[config.mk]
export PLATFORM = sky130hd
export DESIGN_NAME = ldst_disamb_buf
export DESIGN_NICKNAME = d
export VERILOG_FILES = /design/src/rtl/ldb_pkg.sv /design/src/rtl/ldb_ring_ptrs.sv /design/src/rtl/ldb_store_set_tbl.sv /design/src/rtl/ldb_flush_scan.sv /design/src/rtl/ldb_fwd_scan.sv /design/src/rtl/ldst_disamb_buf.sv
export SDC_FILE = /design/constraint.sdc
export NUM_CORES = 2
export LEC_CHECK = 0
export BUFFER_PORTS_ARGS = -buffer_cell sky130_fd_sc_hd__buf_2
export CORE_MARGIN = 2
export CORE_UTILIZATION = 63
export CTS_CLUSTER_DIAMETER = 200
export DETAILED_ROUTE_END_ITERATION = 8
export PLACE_DENSITY_LB_ADDON = 0.25
export REMOVE_ABC_BUFFERS = 1
export SYNTH_ARGS = -nofsm -noshare
export SYNTH_HDL_FRONTEND = slang
export SYNTH_SLANG_ARGS = --single-unit
export TNS_END_PERCENT = 10
[constraint.sdc]
create_clock -name clk -period 10.1 [get_ports clk]
set_input_delay 1.01 -clock clk [delete_from_list [all_inputs] [get_ports clk]]
set_output_delay 1.01 -clock clk [all_outputs]
set_load 0.02 [all_outputs]
[src/rtl/ldb_pkg.sv]
package ldb_pkg;

  // Outcome of a load address resolve
  typedef enum logic [1:0] {
    RESP_FWD  = 2'd0,
    RESP_WAIT = 2'd1,
    RESP_MEM  = 2'd2,
    RESP_HOLD = 2'd3
  } ldb_resp_e;

endpackage

[src/rtl/ldb_ring_ptrs.sv]
module ldb_ring_ptrs #(
  parameter int DEPTH = 8,
  localparam int IDX_W = $clog2(DEPTH),
  localparam int CNT_W = IDX_W + 1
) (
  input  logic             clk,
  input  logic             rst,
  input  logic             alloc_fire,
  input  logic             retire_fire,
  input  logic             flush_fire,
  input  logic [IDX_W-1:0] flush_to,
  output logic [IDX_W-1:0] head,
  output logic [IDX_W-1:0] tail,
  output logic [CNT_W-1:0] count,
  output logic             full,
  output logic             empty
);

  always_ff @(posedge clk) begin
    if (rst) begin
      head  <= '0;
      tail  <= '0;
      count <= '0;
    end else if (flush_fire) begin
      // cut the ring back to the offending entry
      tail  <= flush_to;
      count <= {1'b0, IDX_W'(flush_to - head)};
    end else begin
      if (alloc_fire)  tail <= tail + IDX_W'(1);
      if (retire_fire) head <= head + IDX_W'(1);
      count <= count + CNT_W'(alloc_fire) - CNT_W'(retire_fire);
    end
  end

  assign full  = (count == CNT_W'(DEPTH));
  assign empty = (count == '0);

endmodule

[src/rtl/ldb_store_set_tbl.sv]
module ldb_store_set_tbl #(
  parameter int PC_W    = 12,
  parameter int ENTRIES = 16,
  parameter int SSID_W  = 4,
  localparam int IW = $clog2(ENTRIES)
) (
  input  logic              clk,
  input  logic              rst,
  input  logic [PC_W-1:0]   rd_pc,
  output logic              rd_valid,
  output logic [SSID_W-1:0] rd_id,
  input  logic              train,
  input  logic [PC_W-1:0]   train_ld_pc,
  input  logic [PC_W-1:0]   train_st_pc
);

  logic              tv  [ENTRIES];
  logic [SSID_W-1:0] tid [ENTRIES];
  logic [SSID_W-1:0] next_id;
  logic [IW-1:0]     ld_i, st_i;
  logic [SSID_W-1:0] join_id;
  logic              fresh;

  assign ld_i     = train_ld_pc[IW-1:0];
  assign st_i     = train_st_pc[IW-1:0];
  assign rd_valid = tv[rd_pc[IW-1:0]];
  assign rd_id    = tid[rd_pc[IW-1:0]];

  // store's set wins, then load's set, else a fresh number
  always_comb begin
    fresh   = 1'b0;
    join_id = next_id;
    if (tv[st_i])      join_id = tid[st_i];
    else if (tv[ld_i]) join_id = tid[ld_i];
    else               fresh   = 1'b1;
  end

  always_ff @(posedge clk) begin
    if (rst) begin
      for (int i = 0; i < ENTRIES; i++) tv[i] <= 1'b0;
      next_id <= '0;
    end else if (train) begin
      tv[ld_i] <= 1'b1;
      tv[st_i] <= 1'b1;
      if (fresh) next_id <= next_id + SSID_W'(1);
    end
  end

  always_ff @(posedge clk) begin
    if (train) begin
      tid[ld_i] <= join_id;
      tid[st_i] <= join_id;
    end
  end

endmodule

[src/rtl/ldb_flush_scan.sv]
module ldb_flush_scan #(
  parameter int DEPTH  = 8,
  parameter int ADDR_W = 16,
  localparam int IDX_W = $clog2(DEPTH),
  localparam int CNT_W = IDX_W + 1
) (
  input  logic [IDX_W-1:0]  head,
  input  logic [CNT_W-1:0]  count,
  input  logic              probe_valid,
  input  logic [IDX_W-1:0]  probe_idx,
  input  logic [ADDR_W-1:0] probe_addr,
  input  logic              e_store [DEPTH],
  input  logic              e_ak    [DEPTH],
  input  logic              e_ex    [DEPTH],
  input  logic [ADDR_W-1:0] e_addr  [DEPTH],
  output logic              hit,
  output logic [IDX_W-1:0]  hit_idx
);

  logic [IDX_W-1:0] probe_rel;
  logic [IDX_W-1:0] slot;

  // walk from the head; the first younger executed matching load wins
  always_comb begin
    probe_rel = probe_idx - head;
    hit       = 1'b0;
    hit_idx   = '0;
    slot      = '0;
    for (int k = 0; k < DEPTH; k++) begin
      slot = head + IDX_W'(k);
      if (probe_valid && !hit &&
          (CNT_W'(k) < count) && (IDX_W'(k) > probe_rel) &&
          !e_store[slot] && e_ak[slot] && e_ex[slot] &&
          (e_addr[slot] == probe_addr)) begin
        hit     = 1'b1;
        hit_idx = slot;
      end
    end
  end

endmodule

[src/rtl/ldb_fwd_scan.sv]
module ldb_fwd_scan
  import ldb_pkg::*;
#(
  parameter int DEPTH  = 8,
  parameter int ADDR_W = 16,
  parameter int DATA_W = 32,
  parameter int TAG_W  = 5,
  parameter int SSID_W = 4,
  localparam int IDX_W = $clog2(DEPTH)
) (
  input  logic [IDX_W-1:0]  head,
  input  logic [IDX_W-1:0]  probe_idx,
  input  logic [ADDR_W-1:0] probe_addr,
  input  logic              e_store [DEPTH],
  input  logic              e_ak    [DEPTH],
  input  logic [ADDR_W-1:0] e_addr  [DEPTH],
  input  logic              e_dr    [DEPTH],
  input  logic [DATA_W-1:0] e_data  [DEPTH],
  input  logic [TAG_W-1:0]  e_tag   [DEPTH],
  input  logic              e_sv    [DEPTH],
  input  logic [SSID_W-1:0] e_sid   [DEPTH],
  output ldb_resp_e         kind,
  output logic [DATA_W-1:0] data,
  output logic [TAG_W-1:0]  tag
);

  logic [IDX_W-1:0] ld_rel;
  logic [IDX_W-1:0] slot;
  logic [IDX_W-1:0] m_slot;
  logic             match;
  logic             hold;

  // walk oldest to the load; last match seen is the youngest older store
  always_comb begin
    ld_rel = probe_idx - head;
    match  = 1'b0;
    hold   = 1'b0;
    m_slot = '0;
    slot   = '0;
    for (int k = 0; k < DEPTH; k++) begin
      slot = head + IDX_W'(k);
      if ((IDX_W'(k) < ld_rel) && e_store[slot]) begin
        if (e_ak[slot] && (e_addr[slot] == probe_addr)) begin
          match  = 1'b1;
          m_slot = slot;
        end
        if (!e_ak[slot] && e_sv[slot] && e_sv[probe_idx] &&
            (e_sid[slot] == e_sid[probe_idx])) begin
          hold = 1'b1;
        end
      end
    end
  end

  always_comb begin
    kind = RESP_MEM;
    data = '0;
    tag  = '0;
    if (hold) begin
      kind = RESP_HOLD;
    end else if (match) begin
      if (e_dr[m_slot]) begin
        kind = RESP_FWD;
        data = e_data[m_slot];
      end else begin
        kind = RESP_WAIT;
        tag  = e_tag[m_slot];
      end
    end
  end

endmodule

[src/rtl/ldst_disamb_buf.sv]
module ldst_disamb_buf
  import ldb_pkg::*;
#(
  parameter int DEPTH       = 8,
  parameter int ADDR_W      = 16,
  parameter int DATA_W      = 32,
  parameter int TAG_W       = 5,
  parameter int PC_W        = 12,
  parameter int SST_ENTRIES = 16,
  parameter int SSID_W      = 4,
  localparam int IDX_W = $clog2(DEPTH),
  localparam int CNT_W = IDX_W + 1
) (
  input  logic              clk,
  input  logic              rst,
  input  logic              alloc_valid,
  input  logic              alloc_is_store,
  input  logic [PC_W-1:0]   alloc_pc,
  input  logic [TAG_W-1:0]  alloc_tag,
  output logic              alloc_ready,
  output logic [IDX_W-1:0]  alloc_idx,
  input  logic              retire_valid,
  input  logic              st_addr_valid,
  input  logic [IDX_W-1:0]  st_addr_idx,
  input  logic [ADDR_W-1:0] st_addr,
  input  logic              st_data_valid,
  input  logic [IDX_W-1:0]  st_data_idx,
  input  logic [DATA_W-1:0] st_data,
  input  logic              ld_addr_valid,
  input  logic [IDX_W-1:0]  ld_addr_idx,
  input  logic [ADDR_W-1:0] ld_addr,
  output logic              ld_resp_valid,
  output logic [IDX_W-1:0]  ld_resp_idx,
  output logic [1:0]        ld_resp_kind,
  output logic [DATA_W-1:0] ld_resp_data,
  output logic [TAG_W-1:0]  ld_resp_tag,
  output logic              flush_valid,
  output logic [IDX_W-1:0]  flush_idx
);

  logic [IDX_W-1:0] head_q, tail_q;
  logic [CNT_W-1:0] count_q;
  logic             full, empty;
  logic             flush_now;
  logic [IDX_W-1:0] victim_idx;
  logic             alloc_fire, retire_fire;

  // entry storage
  logic              e_store [DEPTH];
  logic [PC_W-1:0]   e_pc    [DEPTH];
  logic [TAG_W-1:0]  e_tag   [DEPTH];
  logic              e_ak    [DEPTH];
  logic [ADDR_W-1:0] e_addr  [DEPTH];
  logic              e_dr    [DEPTH];
  logic [DATA_W-1:0] e_data  [DEPTH];
  logic              e_ex    [DEPTH];
  logic              e_sv    [DEPTH];
  logic [SSID_W-1:0] e_sid   [DEPTH];

  logic              sst_rd_valid;
  logic [SSID_W-1:0] sst_rd_id;
  ldb_resp_e         scan_kind;
  logic [DATA_W-1:0] scan_data;
  logic [TAG_W-1:0]  scan_tag;

  assign alloc_fire  = alloc_valid && !full && !flush_now;
  assign retire_fire = retire_valid && !empty && !flush_now;
  assign alloc_ready = !full;
  assign alloc_idx   = tail_q;

  ldb_ring_ptrs #(.DEPTH(DEPTH)) u_ring (
    .clk        (clk),
    .rst        (rst),
    .alloc_fire (alloc_fire),
    .retire_fire(retire_fire),
    .flush_fire (flush_now),
    .flush_to   (victim_idx),
    .head       (head_q),
    .tail       (tail_q),
    .count      (count_q),
    .full       (full),
    .empty      (empty)
  );

  ldb_store_set_tbl #(
    .PC_W(PC_W), .ENTRIES(SST_ENTRIES), .SSID_W(SSID_W)
  ) u_sst (
    .clk        (clk),
    .rst        (rst),
    .rd_pc      (alloc_pc),
    .rd_valid   (sst_rd_valid),
    .rd_id      (sst_rd_id),
    .train      (flush_now),
    .train_ld_pc(e_pc[victim_idx]),
    .train_st_pc(e_pc[st_addr_idx])
  );

  ldb_flush_scan #(.DEPTH(DEPTH), .ADDR_W(ADDR_W)) u_fscan (
    .head       (head_q),
    .count      (count_q),
    .probe_valid(st_addr_valid),
    .probe_idx  (st_addr_idx),
    .probe_addr (st_addr),
    .e_store    (e_store),
    .e_ak       (e_ak),
    .e_ex       (e_ex),
    .e_addr     (e_addr),
    .hit        (flush_now),
    .hit_idx    (victim_idx)
  );

  ldb_fwd_scan #(
    .DEPTH(DEPTH), .ADDR_W(ADDR_W), .DATA_W(DATA_W),
    .TAG_W(TAG_W), .SSID_W(SSID_W)
  ) u_lscan (
    .head      (head_q),
    .probe_idx (ld_addr_idx),
    .probe_addr(ld_addr),
    .e_store   (e_store),
    .e_ak      (e_ak),
    .e_addr    (e_addr),
    .e_dr      (e_dr),
    .e_data    (e_data),
    .e_tag     (e_tag),
    .e_sv      (e_sv),
    .e_sid     (e_sid),
    .kind      (scan_kind),
    .data      (scan_data),
    .tag       (scan_tag)
  );

  // status flags, reset
  always_ff @(posedge clk) begin
    if (rst) begin
      for (int i = 0; i < DEPTH; i++) begin
        e_ak[i] <= 1'b0;
        e_dr[i] <= 1'b0;
        e_ex[i] <= 1'b0;
      end
    end else begin
      if (alloc_fire) begin
        e_ak[tail_q] <= 1'b0;
        e_dr[tail_q] <= 1'b0;
        e_ex[tail_q] <= 1'b0;
      end
      if (st_addr_valid) e_ak[st_addr_idx] <= 1'b1;
      if (st_data_valid) e_dr[st_data_idx] <= 1'b1;
      if (ld_addr_valid) begin
        e_ak[ld_addr_idx] <= 1'b1;
        e_ex[ld_addr_idx] <= (scan_kind == RESP_FWD) || (scan_kind == RESP_MEM);
      end
    end
  end

  // payload storage, no reset
  always_ff @(posedge clk) begin
    if (alloc_fire) begin
      e_store[tail_q] <= alloc_is_store;
      e_pc[tail_q]    <= alloc_pc;
      e_tag[tail_q]   <= alloc_tag;
      e_sv[tail_q]    <= sst_rd_valid;
      e_sid[tail_q]   <= sst_rd_id;
    end
    if (st_addr_valid) e_addr[st_addr_idx] <= st_addr;
    if (ld_addr_valid) e_addr[ld_addr_idx] <= ld_addr;
    if (st_data_valid) e_data[st_data_idx] <= st_data;
  end

  // registered outcomes
  always_ff @(posedge clk) begin
    if (rst) begin
      ld_resp_valid <= 1'b0;
      ld_resp_idx   <= '0;
      ld_resp_kind  <= RESP_FWD;
      ld_resp_data  <= '0;
      ld_resp_tag   <= '0;
      flush_valid   <= 1'b0;
      flush_idx     <= '0;
    end else begin
      ld_resp_valid <= ld_addr_valid;
      ld_resp_idx   <= ld_addr_valid ? ld_addr_idx : '0;
      ld_resp_kind  <= ld_addr_valid ? scan_kind : RESP_FWD;
      ld_resp_data  <= ld_addr_valid ? scan_data : '0;
      ld_resp_tag   <= ld_addr_valid ? scan_tag : '0;
      flush_valid   <= flush_now;
      flush_idx     <= flush_now ? victim_idx : '0;
    end
  end

endmodule

==> results by group <==
STA
  • Maximum clock rate: around 110 MHz
  • Final Max Tran Viols: 0
  • Unrepaired setup endpoints after global routing: false
  • Final period util: 0.897
  • Slew HR: 0.198
  • Worst Clk Skew: 0.0332 ns
  • Setup slack after layout: between 1 and 1.5 ns
  • Worst-margin pin slew: 1.17 ns
  • Final setup fails: 0
  • Fin Setup TNS: 0 ns
  • WHS: 0.490 ns
  • Tmin final: ~9 ns
  • Hold Vio Cnt, Final: 0

Clock tree
  • Clock Path Buffers: 3
  • Post-cts sizing count: 0
  • CTS tree: built
  • Clk root buf: clkbuf_16
  • H-tree Lvls: 3
  • # hold bufs at CTS: 0
  • Clock buffer count from CTS: 71
  • CTS sink count: 669
  • Clock-pin slew on the worst setup and hold paths: 0.07 ns
  • Post-CTS Setup Bufs: 0
  • Clk_lat worst skew: approximately 0.66 ns

Worst setup path
  • Critical Path End Type: flip-flop
  • Startpoint types: flip-flop
  • Critical R2R Launch: u_ring.head[0]
  • Worst R2R Path Depth: 21
  • CP Data Arrival Time: just over 9 ns
  • Worst Path Max Fanout: 54
  • Critical path class: flip-flop to flip-flop
  • Worst Setup SP: u_ring.head[0]
  • RR Endpoint: u_sst.tid[0][1]
  • Worst Path Required: just over 10 ns
  • Worst reg2reg setup slack: just over 1 ns

Logic synthesis
  • Cell with the most instances after synthesis: mux2i_1
  • Number of synthesis warnings: 0
  • Largest area contributor in the netlist: edfxtp_1
  • Synthesized flop and latch total: ~670
  • Top cells by area, synth: edfxtp_1 32%, mux2i_1 14%, mux4_2 13%, dfxtp_1 11%, xnor2_1 3.5%
  • Register area share after synthesis: 0.434
  • Most instantiated cells after synthesis: 557 x mux2i_1, 440 x edfxtp_1, 334 x nor2_1, 229 x dfxtp_1, 229 x mux4_2
  • Primary FF master, synth: edfxtp_1
  • Area of the mapped netlist: slightly above 0.04 mm²
  • EDFF count, synth: between 400 and 500
  • Syn Area/Cell: between 10 and 15 µm²
  • Yosys top cell area share: 0.322
  • Fraction of registers with async set/reset: 0
  • Synth unique cells: 89
  • Mapped Cells: ~3500

Pwr
  • P_leak: about 0.016 µW
  • Pwr/cell area: 260 mW/mm²
  • Sequential share of power: 0.294
  • Pint: ~7100 µW
  • Clk pwr share: 0.242
  • P_sw: 4590 µW
  • Max VDD drop: about 250 µV
  • Net Sw Frac: 0.394
  • Gate power share: 0.465

Placement
  • DP Area: around 0.042 mm²
  • Gpl congestion: 1.05
  • Post-Place Worst Slack: 1.33 ns
  • Port Buffers: 140
  • Dpl hpwl: about 86 mm

Route
  • Max layer used: met5
  • Vias per cell: just under 7
  • WL met1: between 40 and 50 mm
  • DRT iter0 DRCs: 3762
  • First-pass detailed-route iteration total: 8
  • Met3 routed WL: ~12 mm
  • DRT antenna net count: 0
  • DRC: 0
  • Met2 WL: 61.6 mm
  • Vias: just over 30000
  • WL final: about 130 mm
  • Wirelength per Cell: around 29 µm

Hold path
  • Worst Hold Class: flip-flop to flip-flop
  • Worst Hold End: e_dr[5]
  • Hold path start: e_dr[5]
  • Hold Crit Depth: 2

Floorplanning
  • Die area: roughly 0.067 mm²
  • Number of I/O pins: about 150
  • Starting Density: 0.637
  • Chip width: around 260 µm
  • # rows: a little over 90
  • Core ar.: ~0.064 mm²
  • Die span in y: ~260 µm

Layout
  • Share of layout cells above drive strength 1: 0.195
  • Nets: between 3000 and 4000
  • Fin area: between 0.04 and 0.05 mm²
  • Area growth syn-to-layout: 9.24%
  • Fill cell count: 4499

Status
  • Status: finished clean

Global routing
  • GRT Total Usage: 0.385
  • Vias in the first global route: between 30000 and 40000
  • Initial antenna violation count: 5
  • Total gr overflow: 0
  • First-pass GRT wire length: 193 mm
  • Largest net degree at the start of global routing: about 150

Run
  • Max-cap check violation count: 0
[how the worst max path moves through the flow]
stage	end	slack, ns	cells past startpoint
3_3_place_gp	u_sst.tid[8][0]	1.63	21
5_1_grt	u_sst.tid[12][3]	0.60	20
4_1_cts	u_sst.tid[14][3]	1.29	22
2_1_floorplan	ld_resp_data[0]	-15.69	17
6_report	u_sst.tid[0][1]	1.04	21
3_5_place_dp	u_sst.tid[14][3]	1.33	22
[layer usage]
metal,vias up,global-route usage
met1,15300,0.496
met4,2,0.199
met5,-,0
li1,13400,-
met3,415,0.0684
met2,1781,0.628
[cell usage in the layout, fill, tap and decap left out, types with 74 or more instances in the layout]
master,netlist,final
mux4_2,229,229
buf_2,53,140
xor2_1,108,107
o21ai_0,80,80
dfxtp_1,229,226
mux2i_1,557,554
nand3_1,81,81
a21oi_1,218,217
clkbuf_16,0,74
edfxtp_1,440,440
nand2_1,174,174
nor2_1,334,327
xnor2_1,165,164
mux2_2,92,91
[critical path, stage by stage, from the launching register on]
cell     delay, ns
dfxtp_4       0.84
inv_2         0.12
ha_4          0.83
buf_4         0.64
mux4_2        0.41
nand2_1       0.15
nor4b_1       0.37
nor3_1        0.10
a21oi_1       0.59
nand4_1       0.48
and3_1        0.30
a32oi_2       0.34
inv_2         0.19
mux4_2        0.49
mux2i_4       0.82
buf_4         0.44
mux2i_1       0.12
mux2i_1       0.17
mux2i_1       0.10
mux2i_1       0.15
mux2i_1       0.09
mux2i_1       0.90
[through the flow]
stage / cells / utilization / power, µW
after global routing: 4436 / 0.695 / 12100
after CTS: 4431 / 0.695 / 11600
after floorplan: 3237 / - / 7540
after global placement: 4299 / 0.655 / 8620
after detailed placement: 4299 / 0.655 / 8730
final: 4437 / 0.695 / 11700
[area by class of cell]
class / count / area [µm²] / share of cell area
clock buffers: 95 / 2020 / 0.0451
multi-input cells: 2526 / 21900 / 0.490
well taps: 855 / 1070 / 0.0239
diodes: 5 / 12.5 / 0.000279
repair buffers: 208 / 1260 / 0.0281
inverters: 42 / 158 / 0.00352
flip-flops and latches: 669 / 17800 / 0.397
clock inverters: 37 / 553 / 0.0123
[state kept, by name (all words and copies together), names as in the netlist, 3 cells and up]
name and flops:
e_tag 40, u_ring.tail 3, e_sid 32, ld_resp_data 32
flush_idx 3, e_dr 8, e_ex 8, e_ak 8
e_addr 128, ld_resp_idx 3, u_ring.count 4, u_sst.tv 16
u_sst.tid 64, ld_resp_tag 5, u_ring.head 3, e_data 256
u_sst.next_id 4, e_sv 8, e_pc 32, e_store 8
[power by group through the flow]
stage          Clock (µW)  Combinational [µW]  Sequential [µW]
6_report             2820                5420             3430
5_1_grt              2950                5680             3450
4_1_cts              2850                5310             3410
3_5_place_dp            0                5260             3470
3_3_place_gp            0                5170             3440
2_1_floorplan           0                4020             3520
[cells by family after synthesis]
group / after synthesis / synth area share
AO/OA/AOI/OAI: 493 / 0.0733
XOR/XNOR: 277 / 0.0606
adder cells (fa/ha/maj): 18 / 0.00622
buffers and inverters: 332 / 0.0367
flip-flops: 669 / 0.434
multiplexers: 886 / 0.291
AND/OR/NAND/NOR: 852 / 0.0981
No activity file was read; power rests on OpenSTA's default activity.
